==> src/rtl/afsk_rx_demod.sv <==
module afsk_rx_demod #(
  parameter int SMP_W = 8,
  parameter int ACC_W = 16,
  parameter int SPB   = 8,
  parameter int STEP  = 8
) (
  input  logic             clk,
  input  logic             rst,
  input  logic             smp_valid,
  input  logic [SMP_W-1:0] smp_data,
  output logic             bit_valid,
  output logic             bit_data
);
  localparam int DLY   = SPB / 2;
  localparam int PMAX  = SPB * STEP;
  localparam int PHALF = PMAX / 2;
  localparam int PH_W  = $clog2(PMAX + STEP + 2);

  logic signed [SMP_W-1:0] dly_q [DLY];
  logic signed [ACC_W-1:0] x_q, y_q, prod, x_n, y_n;
  logic [2:0]              hist_q, hist_n;
  logic [PH_W-1:0]         ph_q, ph_adj, ph_sum;
  logic                    dec_q, edge_n, decide, vote;

  assign prod   = ACC_W'(dly_q[DLY-1]) * ACC_W'($signed(smp_data));
  assign x_n    = prod >>> 2;
  assign y_n    = x_q + x_n + (y_q >>> 1) + (y_q >>> 3) + (y_q >>> 5);
  assign hist_n = {hist_q[1:0], (y_n > 0)};
  assign edge_n = hist_n[0] ^ hist_n[1];
  assign vote   = (hist_n[0] & hist_n[1]) | (hist_n[0] & hist_n[2]) | (hist_n[1] & hist_n[2]);

  always_comb begin
    ph_adj = ph_q;
    if (edge_n) ph_adj = (ph_q < PH_W'(PHALF)) ? ph_q + 1'b1 : ph_q - 1'b1;
    ph_sum = ph_adj + PH_W'(STEP);
  end

  assign decide = ph_sum >= PH_W'(PMAX);

  always_ff @(posedge clk) begin
    if (rst) begin
      for (int i = 0; i < DLY; i++) dly_q[i] <= '0;
      x_q       <= '0;
      y_q       <= '0;
      hist_q    <= '0;
      ph_q      <= '0;
      dec_q     <= 1'b0;
      bit_valid <= 1'b0;
      bit_data  <= 1'b0;
    end else begin
      bit_valid <= 1'b0;
      if (smp_valid) begin
        dly_q[0] <= $signed(smp_data);
        for (int i = 1; i < DLY; i++) dly_q[i] <= dly_q[i-1];
        x_q    <= x_n;
        y_q    <= y_n;
        hist_q <= hist_n;
        if (decide) begin
          ph_q      <= ph_sum - PH_W'(PMAX);
          dec_q     <= vote;
          bit_valid <= 1'b1;
          bit_data  <= ~(vote ^ dec_q);
        end else begin
          ph_q <= ph_sum;
        end
      end
    end
  end

  AST_PHASE_RANGE: assert property (@(posedge clk) disable iff (rst) ph_q < PH_W'(PMAX));
  AST_ONE_CLK_PULSE: assert property (@(posedge clk) disable iff (rst) bit_valid |=> !bit_valid);
  AST_PULSE_NEEDS_SAMPLE: assert property (@(posedge clk) disable iff (rst) bit_valid |-> $past(smp_valid));
  AST_IDLE_HOLDS_PHASE: assert property (@(posedge clk) disable iff (rst) !smp_valid |=> $stable(ph_q) && $stable(y_q));
  AST_PHASE_STEP: assert property (@(posedge clk) disable iff (rst)
    smp_valid && !bit_valid |=> bit_valid || ((ph_q - $past(ph_q)) >= PH_W'(STEP-1) && (ph_q - $past(ph_q)) <= PH_W'(STEP+1)));
  AST_RESET_CLEARS: assert property (@(posedge clk) disable iff (rst) $past(rst) |-> ph_q == '0 && !bit_valid && y_q == '0);
endmodule

==> config.mk <==
export PLATFORM = sky130hd
export DESIGN_NAME = afsk_rx_demod
export DESIGN_NICKNAME = d
export VERILOG_FILES = /design/src/rtl/afsk_rx_demod.sv
export SDC_FILE = /design/constraint.sdc
export NUM_CORES = 1
export LEC_CHECK = 0
export BUFFER_PORTS_ARGS = -buffer_cell sky130_fd_sc_hd__buf_2
export CAP_MARGIN = 0
export CORE_UTILIZATION = 59
export CTS_CLUSTER_DIAMETER = 120
export DETAILED_ROUTE_END_ITERATION = 10
export MAX_ROUTING_LAYER = met4
export PLACE_DENSITY = 0.8
export SLEW_MARGIN = 20
export SYNTH_ARGS = -nofsm -noshare
export SYNTH_HDL_FRONTEND = slang
export SYNTH_SLANG_ARGS = --single-unit
==> constraint.sdc <==
create_clock -name clk -period 10.6 [get_ports clk]
set_clock_uncertainty 0.2 [all_clocks]
set_input_delay 2.12 -clock clk [delete_from_list [all_inputs] [get_ports clk]]
set_output_delay 2.12 -clock clk [all_outputs]
set_load 0.05 [all_outputs]
Yosys cells after proc, flatten, opt, wreduce, memory -nomap -nowiden
Memories as Yosys holds them, arrays and structs flattened. Cells that the tools add are included.

Flip-flop bits (word level): 42. Bits in writable memories: 32. Bits of input ports: 11. Output and inout bits: 2. Word-level logic and storage cells: 48. Memories: 1.

Memories: dly_q (words 4, width 8, rd ports 4, clocked after Yosys merged registers in 0, wr ports 4, RTL line 19) `logic signed [SMP_W-1:0] dly_q [DLY];`.

Add/sub/neg operators: 8. Multiply operators: 1. Order comparisons: 3. Multiplexer cells: 13. Bitwise gates (word level): 13. Reduce and logical (&&, ||, !) cells: 2.

Operators with widths (count): $mux W8 (4); $mux W7 (3); $add A15 B15 Y16 (1); $add A16 B11 Y16 (1); $add A16 B13 Y16 (1); $gt A16 B1 Y1 const B (1); $mul A8 B8 Y16 (1); $add A14 B14 Y15 (1); $add A7 B1 Y7 const B (1); $add A7 B4 Y7 const B (1); $ge A7 B7 Y1 const B (1); $lt A7 B6 Y1 const B (1); $sub A7 B1 Y7 const B (1); $sub A7 B7 Y7 const B (1); $mux W1 (6); $or A1 B1 Y1 (6); $and A1 B1 Y1 (3); $not A1 Y1 (2); $reduce_and A2 Y1 (1); $reduce_or A2 Y1 (1); $xor A1 B1 Y1 (2).

Depth between registers and ports, before layout
Gate-level depths: netlist of run 1.

Depth in word-level cells: 11. Depth in mapped cells: 40. Depth with buffers taken out: 39.

Worst setup path before layout of run 1
Ideal clock, no wire load.

Kind: input to register. From: input smp_data[2]. To: register bit_data. Library setup time: 103 ps. Arrival: 10635 ps. Required time: 10297 ps. Slack: -339 ps. Stages on the path: 36. Buffers on the path: 1. Cells stage by stage: and2_1 > fa_1 > inv_1 > fa_1 > inv_1 > fa_1 > inv_1 > fa_1 > inv_1 > ha_1 > a21oi_1 > o21bai_1 > a21oi_1 > o21bai_1 > a311o_1 > o311ai_1 > fa_1 > ha_1 > ha_1 > ha_1 > a211oi_1 > a21oi_1 > a311oi_1 > o2111ai_1 > or4_4 > and2_4 > ha_1 > clkbuf_1 > nand3b_1 > a21oi_1 > nor3_1 > nor4b_1 > xnor2_1 > nand2_1 > mux2i_1 > a2111oi_2.

Word-level cells in the longest chain between the ends: 11. Elaborated cells between the ends (all ways): 17. Classes of those cells: add/sub: 5; mul: 1; order compare: 2; mux: 1; bitwise: 7; reduce/logical: 1.

Ends and longest elaborated chain: start: declaration (RTL line 10) `input logic [SMP_W-1:0] smp_data,`; $mul A8 B8 Y16 * (RTL line 25) `assign prod = ACC_W'(dly_q[DLY-1]) * ACC_W'($signed(smp_data));`; net prod[14] (RTL line 20) `logic signed [ACC_W-1:0] x_q, y_q, prod, x_n, y_n;`; $add A14 B14 Y15 * (RTL line 27) `assign y_n = x_q + x_n + (y_q >>> 1) + (y_q >>> 3) + (y_q >>> 5);`; $add A15 B15 Y16 * (RTL line 27); $add A16 B13 Y16 * (RTL line 27); $add A16 B11 Y16 * (RTL line 27); $gt A16 B1 Y1 * (RTL line 28) `assign hist_n = {hist_q[1:0], (y_n > 0)};`; net hist_n[0] (RTL line 21) `logic [2:0] hist_q, hist_n;`; $xor A1 B1 Y1 / $and A1 B1 Y1 (equally long branches) (RTL line 29, 30); $mux W7 / $or A1 B1 Y1 (equally long branches) (RTL line 34, 30); $add A7 B4 Y7 / $or A1 B1 Y1 (equally long branches) (RTL line 35, 30); $ge A7 B7 Y1 / $xor A1 B1 Y1 (equally long branches) (RTL line 38, 62); $reduce_and A2 Y1 (no source line) / $not A1 Y1 (equally long branches); end signal: assignment (RTL line 62) `bit_data <= ~(vote ^ dec_q);`; end: declaration (RTL line 12) `output logic bit_data`.

Mark *: on every way through the listed nets, which the timed path passes. The rest lies on a longest branch. A chain may end at the register's enable or synchronous reset.

Worst setup path after layout of run 1
From: input smp_data[0]. To: register dec_q.

Word-level cells in the longest chain between the ends: 11. Elaborated cells between the ends (all ways): 15. Classes of those cells: add/sub: 5; mul: 1; order compare: 2; mux: 1; bitwise: 5; reduce/logical: 1.

Ends and longest elaborated chain: $mul A8 B8 Y16 * (RTL line 25); net prod[14] (RTL line 20); $add A14 B14 Y15 * (RTL line 27); $add A15 B15 Y16 * (RTL line 27); $add A16 B13 Y16 * (RTL line 27); $add A16 B11 Y16 * (RTL line 27); $gt A16 B1 Y1 * (RTL line 28); net hist_n[0] (RTL line 21); $xor A1 B1 Y1 (RTL line 29) `assign edge_n = hist_n[0] ^ hist_n[1];`; $mux W7 (RTL line 34) `if (edge_n) ph_adj = (ph_q < PH_W'(PHALF)) ? ph_q + 1'b1 : ph_q - 1'b1;`; $add A7 B4 Y7 (RTL line 35) `ph_sum = ph_adj + PH_W'(STEP);`; $ge A7 B7 Y1 (RTL line 38) `assign decide = ph_sum >= PH_W'(PMAX);`; $reduce_and A2 Y1 (no source line); end signal: assignment (RTL line 60) `dec_q <= vote;`; end: declaration (RTL line 23) `logic dec_q, edge_n, decide, vote;`.

Marked as above.

==> results.toml, run 1 <==
[timing]
worst_slack_ns = 0.189
tightestPinTransition_ns = 0.813
fmax_mhz = 96.1
min_period_over_period = 0.982
hold_viol = 0
max-slew-margin-rel = 0.458
fin_crit_ns = 10.41
maxSlewViolCount = 0
setup_viol = 0

[cts]
path_clk_slew_ns = 0.06
root_buffer = "clkbuf_16"
ctsHoldBuffers = 0
clock_latency_ns = 0.34
clkSinkCount = 73
cts.path.max_buffers = 2
cts_tree = "built"
numCtsBuffers = 9
h-tree-depth = 3

[floorplan]
core_um2 = 12100
initial_utilization = 0.609
die_area_um2 = 13000
rows = 40
die_h_um = 114
ios = 13
die_w_um = 114

[final_layout]
utilization = 0.727
diodes = 0
regArea_um2 = 1780
layout_common_cells = "133 x inv_1, 91 x fa_1, 70 x and2_1"
final_common_cell = "inv_1"
area_delta_synth_final_pct = 19.4
multiInputGateArea_um2 = 5390
nets = 996
fill_cells = 828
drive_gt1_frac = 0.190

[global_route]
gr-total-overflow = 0
grt-busiest-layer = "met2"
grtUsageMet3 = 0.0414
use_met2 = 0.467
grt_pass1_vias = 5779
grtUsageTotal = 0.268
antenna_found_initial = 0
grt_pass1_wl_um = 26300
use_met1 = 0.323
grt_max_degree = 36

[critical_path]
critPathArrivalTime_ns = 10.43
cp.buffers_inverters = 6
cpMaxStageDelayCell = "fa_1"
start_kind = "input port"
critPathRequiredTime_ns = 10.62
max_stage_delay_ns = 0.53
cp_max_fo = 8
worstSetupEndpointType = "flop"
crit_family = "adder cells"
critPathKind = "in -> reg"

[yosys]
ys_async_sr_fraction = 0
ys_dominant_reg_cell = "dfxtp_1"
synth_area_per_cell_um2 = 9.63
yosysWarningCount = 0
syn_area_um2 = 7380
synth_nets = 927
synth_cell_type_count = 71
synth_edf_count = 32
syn_inst = 766
yosysSeqAreaShare = 0.241
yosys_register_bits = 73

[drt]
finalWirelength_um = 16700
drc = 0
ant_nets = 0
via_count = 5668
drt_pre_antenna_iters = 5
wl_per_cell_um = 16.6
drt_iter0_markers = 333
via_per_inst = 5.62

[outcome]
status = "complete, no violations"

[placement]
place_ws_ns = -0.453
dpl.hpwl_um = 12300
place.gp.congestion = 0.884
portBuffers = 12

[job]
drv_cap = 0

[worst_hold_path]
hold_class = "reg -> reg"
[Yosys cell counts (all sizes together) (4+ instances only)]
cell type / instances / area (um^2)
fa: 94 / 1880
nor2b: 7 / 43.8
a21oi: 35 / 179
nand2b: 4 / 25.0
o21ai: 22 / 110
mux2i: 16 / 160
ha: 56 / 701
dfxtp: 41 / 821
or2: 5 / 31.3
nand2: 38 / 143
nor3: 11 / 55.1
a21o: 9 / 67.6
nor2: 50 / 188
o2111ai: 4 / 35.0
clkbuf: 10 / 37.5
buf: 5 / 31.3
and2: 73 / 459
o21bai: 5 / 41.3
edfxtp: 32 / 961
nand3: 9 / 45.0
a211oi: 10 / 75.1
or3: 5 / 31.3
inv: 141 / 529
xor2: 12 / 105
xnor2: 19 / 174
o211ai: 5 / 42.5
nand3b: 5 / 37.5
[path summary, 6_finish.rpt]
path / start / to / slack, ns / cells past startpoint
worst max-delay path: smp_data[0] / dec_q / 0.19 / 37
worst min-delay path: x_q[8] / x_q[8] / 0.30 / 2
worst max register to register: dly_q[0][27] / dec_q / 1.53 / 36
worst min register to register: x_q[8] / x_q[8] / 0.30 / 2
[cell families after synthesis]
logic type / share of synthesized area
flip-flops: 0.241
AND/OR/NAND/NOR: 0.160
adder cells (fa/ha/maj): 0.350
XOR/XNOR: 0.0378
buffers and inverters: 0.0810
multiplexers: 0.0217
AO/OA/AOI/OAI: 0.109
[tightest hold or removal path, stage by stage (launching register included)]
cell     delay (ns)
dfxtp_1        0.33
nand2_1        0.05
o21ai_0        0.06
[flip-flops by register name, indices dropped and copies added, names as in the netlist]
name and cells:
y_q 15, dec_q 1, bit_data 1, x_q 14
bit_valid 1, hist_q 2, dly_q 32, ph_q 7
[metrics by stage]
| step | setup TNS [ns] | hold slack (ns) | instance area, um^2 | std cells |
|---|---|---|---|---|
| 2_1_floorplan | 0 | 0.266 | 7470 | 766 |
| 5_1_grt | -0.149 | 0.329 | 8810 | 1008 |
| 6_report | 0 | 0.296 | 8810 | 1008 |
| 3_3_place_gp | -0.408 | 0.281 | 8090 | 986 |
| 4_1_cts | 0 | 0.297 | 8470 | 1003 |
| 3_5_place_dp | -1.18 | 0.292 | 8090 | 986 |
[cell type report]
type	count	area share
clock buffer	13	0.0321
clock inverter	3	0.00781
inverter	141	0.0601
multi-input combinational	537	0.612
sequential	73	0.202
tap	168	0.0239
timing repair buffer	73	0.0618
[routing by layer]
| metal | vias up | wire length (um) |
|---|---|---|
| li1 | 2635 | - |
| met1 | 2826 | 6930 |
| met2 | 158 | 8620 |
| met3 | 49 | 688 |
| met4 | 0 | 449 |
| met5 | - | 0 |
[repair_timing]
| item | CTS | global route |
|---|---|---|
| gates resized for setup | 5 | 56 |
| endpoints found under the setup margin | 2 | 5 |
| buffers inserted | 1 | 5 |
| pin swaps | 4 | 48 |
Power of run 1 is left out: the tool's default activity adds up to more than one toggle a clock period on the data nets, which glitch-free logic cannot reach.
==> run 2, diff against run 1 <==
PLACE_DENSITY = 0.81   (was 0.8)
==> results.toml, run 2 (synthesis results as in run 1) <==
[timing]
maxSlewViolCount = 0
min_period_over_period = 0.988
setup_viol = 0
fmax_mhz = 95.5
fin_tns_setup_ns = 0
hold_viol = 0
max-slew-margin-rel = 0.279
fin_crit_ns = 10.48
tightestPinTransition_ns = 1.07

[critical_path]
critPathKind = "in -> reg"
crit_path_start = "smp_data[4]"
r2r_setup_slack_ns = 1.41
path_common_cell = "ha_4"
critPathRequiredTime_ns = 10.58
r2r-start = "dly_q[0][28]"
critPathArrivalTime_ns = 10.46
worstSetupEndpointType = "flop"
cpMaxStageDelayCell = "fa_1"
max_stage_delay_ns = 0.55
start_kind = "input port"
cp_max_fo = 6

[final_layout]
top_register = "dly_q"
fill_cells = 861
area_delta_synth_final_pct = 19.6
final_common_cell = "inv_1"
regArea_um2 = 1780
top_regs = "dly_q: 32 flops, y_q: 15 flops, x_q: 14 flops"
drive_gt1_frac = 0.202
fin_area_um2 = 8820
multiInputGateArea_um2 = 5380
diodes = 0
layout_common_cells = "136 x inv_1, 89 x fa_1, 70 x buf_4"
nets = 1009
largest_reg_flops = 32

[floorplan]
ios = 13
die_h_um = 114
core_um2 = 12100
die_w_um = 114
die_area_um2 = 13000
initial_utilization = 0.609
rows = 40

[cts]
root_buffer = "clkbuf_16"
path_clk_slew_ns = 0.06
clkSinkCount = 73
h-tree-depth = 3
cts.path.max_buffers = 2
cts_tree = "built"
numCtsBuffers = 9
clock_latency_ns = 0.34

[worst_hold_path]
hold_start = "x_q[8]"
hold_class = "reg -> reg"

[drt]
ant_nets = 0
drt_pre_antenna_iters = 6
wl_per_cell_um = 16.9
via_per_inst = 5.61
drc = 0
finalWirelength_um = 17300
via_count = 5731
drt_iter0_markers = 396

[placement]
placed_area_um2 = 8070
portBuffers = 12
place.gp.congestion = 0.875
dpl.hpwl_um = 12600

[global_route]
antenna_found_initial = 0
gr-total-overflow = 0
grtUsageTotal = 0.276
grt_max_degree = 36
grt_pass1_vias = 5865
grt_pass1_wl_um = 27100

[job]
drv_cap = 0

[outcome]
status = "complete, no violations"
==> run 2: critical path, delay by kind of cell <==
kind                     cells  cell delay [ns]
adder cells (fa/ha/maj)     10             3.79
AO/OA/AOI/OAI               13             2.24
XOR/XNOR                     1             0.18
buffers and inverters        8             0.70
AND/OR/NAND/NOR              7             1.43
==> run 2: layout make-up <==
| cell class | instances | area share |
|---|---|---|
| Multi-Input combinational cell | 537 | 0.610 |
| Sequential cell | 73 | 0.202 |
| Timing Repair Buffer | 86 | 0.0715 |
| Inverter | 141 | 0.0600 |
| Clock buffer | 10 | 0.0260 |
| Tap cell | 168 | 0.0238 |
| Clock inverter | 6 | 0.00666 |
==> run 2: stage by stage <==
stage / setup WS (ns) / hold WS [ns] / utilization / std cells
after floorplan: 0.0548 / 0.266 / - / 766
after global placement: -0.233 / 0.281 / 0.666 / 985
after detailed placement: -0.371 / 0.288 / 0.666 / 985
after CTS: 0.00306 / 0.295 / 0.705 / 1011
after global routing: -0.100 / 0.329 / 0.729 / 1021
final: 0.124 / 0.295 / 0.729 / 1021
==> run 2: final timing paths <==
kind / endpoint / cells after the start
worst min register to register: x_q[8] / 2
worst max register to register: bit_data / 38
worst min-delay path: x_q[8] / 2
worst max-delay path: bit_data / 39
==> run 2: repair_timing <==
action / 4_1_cts / 5_1_grt
endpoints found under the setup margin: 2 / 3
resized for setup: 16 / 46
gates cloned: 0 / 0
hold buffers: 0 / 0
buffers inserted: 10 / 10
pin swaps: 18 / 35
==> run 2: layer usage <==
| layer | vias up | track usage | part of all wire |
|---|---|---|---|
| met5 | - | - | 0 |
| met4 | 0 | 0.0848 | 0.021 |
| met3 | 37 | 0.0430 | 0.049 |
| met2 | 176 | 0.485 | 0.53 |
| met1 | 2850 | 0.327 | 0.40 |
| li1 | 2668 | - | - |
Power of run 2 is left out for the same reason.
